## config.mk

```make
export PLATFORM = sky130hd
export DESIGN_NAME = hs_in_port
export DESIGN_NICKNAME = d
export VERILOG_FILES = /design/src/rtl/hs_in_pkg.sv /design/src/rtl/hs_strobe_sync.sv /design/src/rtl/hs_data_latch.sv /design/src/rtl/hs_req_flag.sv /design/src/rtl/hs_in_port.sv
export SDC_FILE = /design/constraint.sdc
export NUM_CORES = 1
export LEC_CHECK = 0
export ABC_AREA = 1
export BUFFER_PORTS_ARGS = -buffer_cell sky130_fd_sc_hd__buf_2
export CAP_MARGIN = 20
export CORE_AREA = 2 2 39 41
export CTS_CLUSTER_SIZE = 28
export DETAILED_ROUTE_END_ITERATION = 10
export DIE_AREA = 0 0 41 43
export HOLD_SLACK_MARGIN = 0.03
export PLACE_DENSITY = 0.74
export SLEW_MARGIN = 20
export SYNTH_ARGS = -nofsm -noshare
export SYNTH_HDL_FRONTEND = slang
export SYNTH_SLANG_ARGS = --single-unit
```

## constraint.sdc

```tcl
create_clock -name clk -period 1.14 [get_ports clk]
set_clock_uncertainty 0.05 [all_clocks]
set_input_delay 0.171 -clock clk [delete_from_list [all_inputs] [get_ports clk]]
set_output_delay 0.171 -clock clk [all_outputs]
set_load 0.03 [all_outputs]
```

## src/rtl/hs_in_pkg.sv

```systemverilog
package hs_in_pkg;

   // Events seen by a handshake flag in one clock cycle.
   typedef struct packed {
      logic entry;    // return to idle on mode entry
      logic capture;  // strobe falling edge detected
      logic read;     // host consumed the byte
   } hs_evt_t;

   // Priority: mode entry clears, capture sets, read clears, else hold.
   function automatic logic hs_flag_next(input hs_evt_t ev, input logic cur);
      logic nxt;
      if (ev.entry)
         nxt = 1'b0;
      else if (ev.capture)
         nxt = 1'b1;
      else if (ev.read)
         nxt = 1'b0;
      else
         nxt = cur;
      return nxt;
   endfunction

endpackage

```

## src/rtl/hs_strobe_sync.sv

```systemverilog
module hs_strobe_sync #(
   parameter int STAGES = 2
) (
   input  logic clk,
   input  logic rst_n,
   input  logic stb_n,
   output logic fall
);
   localparam int LAST = STAGES - 1;

   logic [LAST:0] chain;
   logic          prev;

   initial begin
      if (STAGES < 2) $fatal(1, "hs_strobe_sync: STAGES must be at least 2");
   end

   // Idle level of the strobe is high, so every stage resets high.
   always_ff @(posedge clk or negedge rst_n) begin
      if (!rst_n)
         chain[0] <= 1'b1;
      else
         chain[0] <= stb_n;
   end

   for (genvar s = 1; s < STAGES; s++) begin : g_stage
      always_ff @(posedge clk or negedge rst_n) begin
         if (!rst_n)
            chain[s] <= 1'b1;
         else
            chain[s] <= chain[s-1];
      end
   end

   always_ff @(posedge clk or negedge rst_n) begin
      if (!rst_n)
         prev <= 1'b1;
      else
         prev <= chain[LAST];
   end

   assign fall = prev & ~chain[LAST];

endmodule

```

## src/rtl/hs_data_latch.sv

```systemverilog
module hs_data_latch #(
   parameter int WIDTH = 8
) (
   input  logic             clk,
   input  logic             rst_n,
   input  logic             load,
   input  logic [WIDTH-1:0] d,
   output logic [WIDTH-1:0] q
);
   initial begin
      if (WIDTH < 1) $fatal(1, "hs_data_latch: WIDTH must be positive");
   end

   always_ff @(posedge clk or negedge rst_n) begin
      if (!rst_n)
         q <= '0;
      else if (load)
         q <= d;
   end

endmodule

```

## src/rtl/hs_req_flag.sv

```systemverilog
module hs_req_flag
   import hs_in_pkg::*;
#(
   parameter bit GATED = 1'b0
) (
   input  logic    clk,
   input  logic    rst_n,
   input  hs_evt_t ev,
   input  logic    gate,
   output logic    q
);
   logic nxt;

   if (GATED) begin : g_gated
      // A low gate forces the flag low. Only a fresh capture can set it again.
      always_comb nxt = gate ? hs_flag_next(ev, q) : 1'b0;
   end else begin : g_plain
      logic unused_gate;
      assign unused_gate = gate;
      always_comb nxt = hs_flag_next(ev, q);
   end

   always_ff @(posedge clk or negedge rst_n) begin
      if (!rst_n)
         q <= 1'b0;
      else
         q <= nxt;
   end

endmodule

```

## src/rtl/hs_in_port.sv

```systemverilog
module hs_in_port
   import hs_in_pkg::*;
#(
   parameter int DATA_W      = 8,
   parameter int SYNC_STAGES = 2
) (
   input  logic              clk,
   input  logic              rst_n,
   input  logic              stb_n,
   input  logic [DATA_W-1:0] pin_data,
   input  logic              rd_strobe,
   input  logic              irq_en,
   input  logic              mode_enter,
   output logic [DATA_W-1:0] rd_data,
   output logic              buf_full,
   output logic              irq
);
   logic    strobe_fall;
   hs_evt_t ev;

   hs_strobe_sync #(.STAGES(SYNC_STAGES)) u_sync (
      .clk   (clk),
      .rst_n (rst_n),
      .stb_n (stb_n),
      .fall  (strobe_fall)
   );

   // The pins are sampled in the cycle the edge is detected. Mode entry keeps the byte.
   hs_data_latch #(.WIDTH(DATA_W)) u_latch (
      .clk   (clk),
      .rst_n (rst_n),
      .load  (strobe_fall),
      .d     (pin_data),
      .q     (rd_data)
   );

   always_comb begin
      ev.entry   = mode_enter;
      ev.capture = strobe_fall;
      ev.read    = rd_strobe;
   end

   hs_req_flag #(.GATED(1'b0)) u_full (
      .clk   (clk),
      .rst_n (rst_n),
      .ev    (ev),
      .gate  (1'b1),
      .q     (buf_full)
   );

   hs_req_flag #(.GATED(1'b1)) u_irq (
      .clk   (clk),
      .rst_n (rst_n),
      .ev    (ev),
      .gate  (irq_en),
      .q     (irq)
   );

endmodule

```

Word-level counts from Yosys, hierarchy flattened --
Index checks and enable logic that the tools add are counted.
Operators by class: eq/ne operators 1, mux-type cells 4, bitwise logic cells 2, reductions and logical operators 1
Operators by type and width (number):
- 1-bit two-way mux | 4
- 4-bit by 2-bit != test with 1-bit output, second input constant | 1
- 3-bit nonzero test | 1
- 1-bit bitwise AND | 1
- 1-bit NOT | 1
Storage, ports and cells: register bits 13, input bits 14, output and inout port bits 10

Depth between registers and ports, before layout --
word-level depth 5, depth in mapped cells 4, mapped depth without buffers 4

Modules after synthesis --
Synthesis repeated with hierarchy kept, for this count alone.
Second synthesis, totals: cell total of the unflattened synthesis 52, area, all modules 495.5 sq um
By module, submodules not included:
- hs_data_latch | times used 1, cells each 34, area an instance 305.3 sq um, sequential area each 200.2 sq um
- hs_strobe_sync | times used 1, cells each 5, area an instance 88.8 sq um, sequential area each 78.8 sq um
- hs_req_flag at u_irq | times used 1, cells each 7, area an instance 52.6 sq um, sequential area each 25.0 sq um
- hs_req_flag at u_full | times used 1, cells each 5, area an instance 45.0 sq um, sequential area each 25.0 sq um
- hs_in_port | times used 1, cells each 1, area an instance 3.8 sq um, sequential area each 0.0 sq um

Worst setup path after synthesis --
Ideal clock, no wire load.
path type register -> register, start register u_sync.prev, end register u_latch.q[0], data arrival time 0.807 ns, required time 0.972 ns, slack 0.166 ns, stages on the path, launching flop included 5, path buffers 1, period minus slack after synthesis 0.974 ns, cell sequence dfstp_2 > buf_6 > nand2_8 > nand2_1 > nand2_1
On the way: longest elaborated chain between the ends 1
RTL lines:
- start, declared | RTL line hs_strobe_sync.sv:12 | logic prev;
- start signal, assigned | RTL line hs_strobe_sync.sv:39 | prev <= chain[LAST];
- 1-bit bitwise AND | RTL line hs_strobe_sync.sv:42 | assign fall = prev & ~chain[LAST];
- end signal, assigned | RTL line hs_data_latch.sv:16 | q <= '0;
- end signal, assigned | RTL line hs_data_latch.sv:18 | q <= d;
- end, declared | RTL line hs_data_latch.sv:8 | output logic [WIDTH-1:0] q
No other way between the ends. A chain may end at the register's enable or synchronous reset.

Final worst setup path --
start register u_sync.prev, end register u_latch.q[6]
Same word-level chain as after synthesis.

==> out/metrics.cfg <==
[global_route]
groute.usage.overall_pct=13.2
grt_pass1_wl_um=1460
grt_antenna_before_repair=0
grt_max_degree=14
grt_pass1_vias=363
grt_overflow_total=0

[synthesis]
syn_avg_cell_area_um2=10.9
syn_nets=61
ys_ff_latch=13
synth_area_leaders=dfrtp_1, dfstp_2, nand2_1
synth_top_area_share_pct=49.0
netlist_instances=47
yosysWarnings=0
syn_area_um2=510
synth_seq_area_share_pct=64.5
synth_cell_types=10
yosysTopAreaCell=dfrtp_1

[placed_design]
place_hpwl_um=763
numPortBuffers=23
dpl-instance-area_um2=634
gp_congestion=0.698
preCtsSetupSlack_ps=82.6

[worst_setup_path]
crit_type=flip-flop to flip-flop
cp.required_ps=1240
startpoint_type=flip-flop
end_kind=flip-flop
cp.arrival_ps=1170
crit_fanout=10

[drt]
wl_um=999
wl_met3_um=88
drc=0
ant_nets=0
avgRoutedWirePerCell_um=10.9
routed_via_density=4.45
vias=409
drt-pass1-iter-count=2
wl_met1_um=455
top_layer=met4
first_iter_violations=1
wl_met2_um=445

[power]
internal_power_mw=0.718
p_switching_mw=0.311
comb_power_share_pct=21.3
seqPwrFrac_pct=52.4
power_density_nw_per_um2=1490
ir_worst_vdd_v=0.000756
leakage_nw=0.375
clkPwrFrac_pct=26.3
swShare_pct=30.2

[sta]
fmax_ghz=0.939
slew_headroom_pct=81.4
rsz0062_at_grt=no
period_share_pct=93.4
hold_violations=0
setup_tns_ps=0
post-route-min-period_ps=1060
setup_slack_ps=75.3
setup_viol=0
worst_slew_pin_slew_ps=280
maxSlewViolCount=0
timing.hold.ws_ps=77.6

[clocking]
numCtsBuffers=3
clock-sinks=13
insertion_delay_ps=260
cts_tree=yes
htree_levels=1
clock_path_buffers=2
cts-root-buf=clkbuf_4
clk_pin_slew_ps=80
cts_setup_buffers=0

[run_status]
status=finished clean

[final_layout]
synthToLayoutAreaGrowth_pct=35.3
diodes=0
fin_nets=91
drive_above_1_share_pct=43.4
final_area_um2=691

[floorplanning]
rows=14
die_w_um=41
start_util_pct=36.9
ioPinCount=24
coreArea_um2=1380
dieArea_um2=1760
die_y_um=43

[flow_run]
cap_violations=0

[min_path]
hp-class=input port to flip-flop

-- through the flow --
step / utilization (%) / power [mW] / std cells
2_1_floorplan: - / 0.681 / 47
3_3_place_gp: 45.8 / 0.758 / 85
3_5_place_dp: 45.8 / 0.763 / 85
4_1_cts: 49.9 / 1.05 / 92
5_1_grt: 49.9 / 1.10 / 92
6_report: 49.9 / 1.03 / 92
-- power groups by stage --
stage | Combinational (mW) | Sequential (mW) | Clock (mW)
detailed placement | 0.215 | 0.548 | 0
global placement | 0.211 | 0.547 | 0
CTS | 0.223 | 0.540 | 0.291
global route | 0.239 | 0.546 | 0.313
finish | 0.220 | 0.539 | 0.271
floorplan | 0.0599 | 0.621 | 0
-- cell usage in the layout, fill, tap and decap left out --
master	n
inv_1	2
inv_4	1
nand2_1	19
dlygate4sd3_1	3
clkbuf_4	3
nand3_1	8
dfrtp_1	10
a21oi_2	1
nand2_8	1
dfstp_2	3
buf_2	23
a21oi_4	1
clkbuf_1	1
-- what timing repair did --
action | 4_1_cts | 5_1_grt
gates resized for setup | 0 | 0
hold buffers | 3 | 0
hold endpoints to repair | 15 | 0
-- per-layer routing --
metal,track usage (%),vias up
met4,10.0,0
li1,-,208
met5,0,-
met3,5.24,2
met1,15.0,181
met2,18.8,18
-- logic make-up (layout without fill, tap and decap cells) --
group | count (synthesis) | after routing | share of synthesized area (%)
compound gates | 2 | 2 | 4.90
buf+inv | 4 | 33 | 4.90
flops | 13 | 13 | 64.5
simple gates | 28 | 28 | 25.7
-- registers in the layout (all words and copies together), names as in the netlist --
name          count
u_sync.chain      2
u_full.q          1
u_latch.q         8
u_irq.q           1
u_sync.prev       1
-- worst paths after layout --
kind / depth (start not counted) / slack (ps) / to / startpoint
worst max-delay path: 3 / 80 / u_latch.q[6]$_DFFE_PN0P_ / u_sync.prev$_DFF_PN1_
worst min-delay path: 3 / 80 / u_latch.q[5]$_DFFE_PN0P_ / pin_data[5]
worst max register to register: 3 / 80 / u_latch.q[6]$_DFFE_PN0P_ / u_sync.prev$_DFF_PN1_
worst min register to register: 0 / 310 / u_sync.chain[1]$_DFF_PN1_ / u_sync.chain[0]$_DFF_PN1_
max in group asynchronous: 2 / 500 / u_sync.chain[0]$_DFF_PN1_ / rst_n
min in group asynchronous: 2 / 260 / u_latch.q[2]$_DFFE_PN0P_ / rst_n
-- worst max-delay path, stage by stage, from the launching register on --
cell and delay (ps):
dfstp_2 660, nand2_8 110, nand2_1 70, nand2_1 60
-- final cells by class --
class	instances	area (um2)
clock buffer	4	26.3
fill	146	693
inverter	3	13.8
multi-input combinational	30	156
sequential	13	329
tap	16	20.0
timing repair buffer	26	145
-- cell usage after synthesis --
cell     number
buf_6         1
nand2_8       1
nand3_1       8
inv_4         1
dfstp_2       3
a21oi_2       1
dfrtp_1      10
nand2_1      19
inv_1         2
a21oi_4       1
Power figures use the tool's default switching activity.
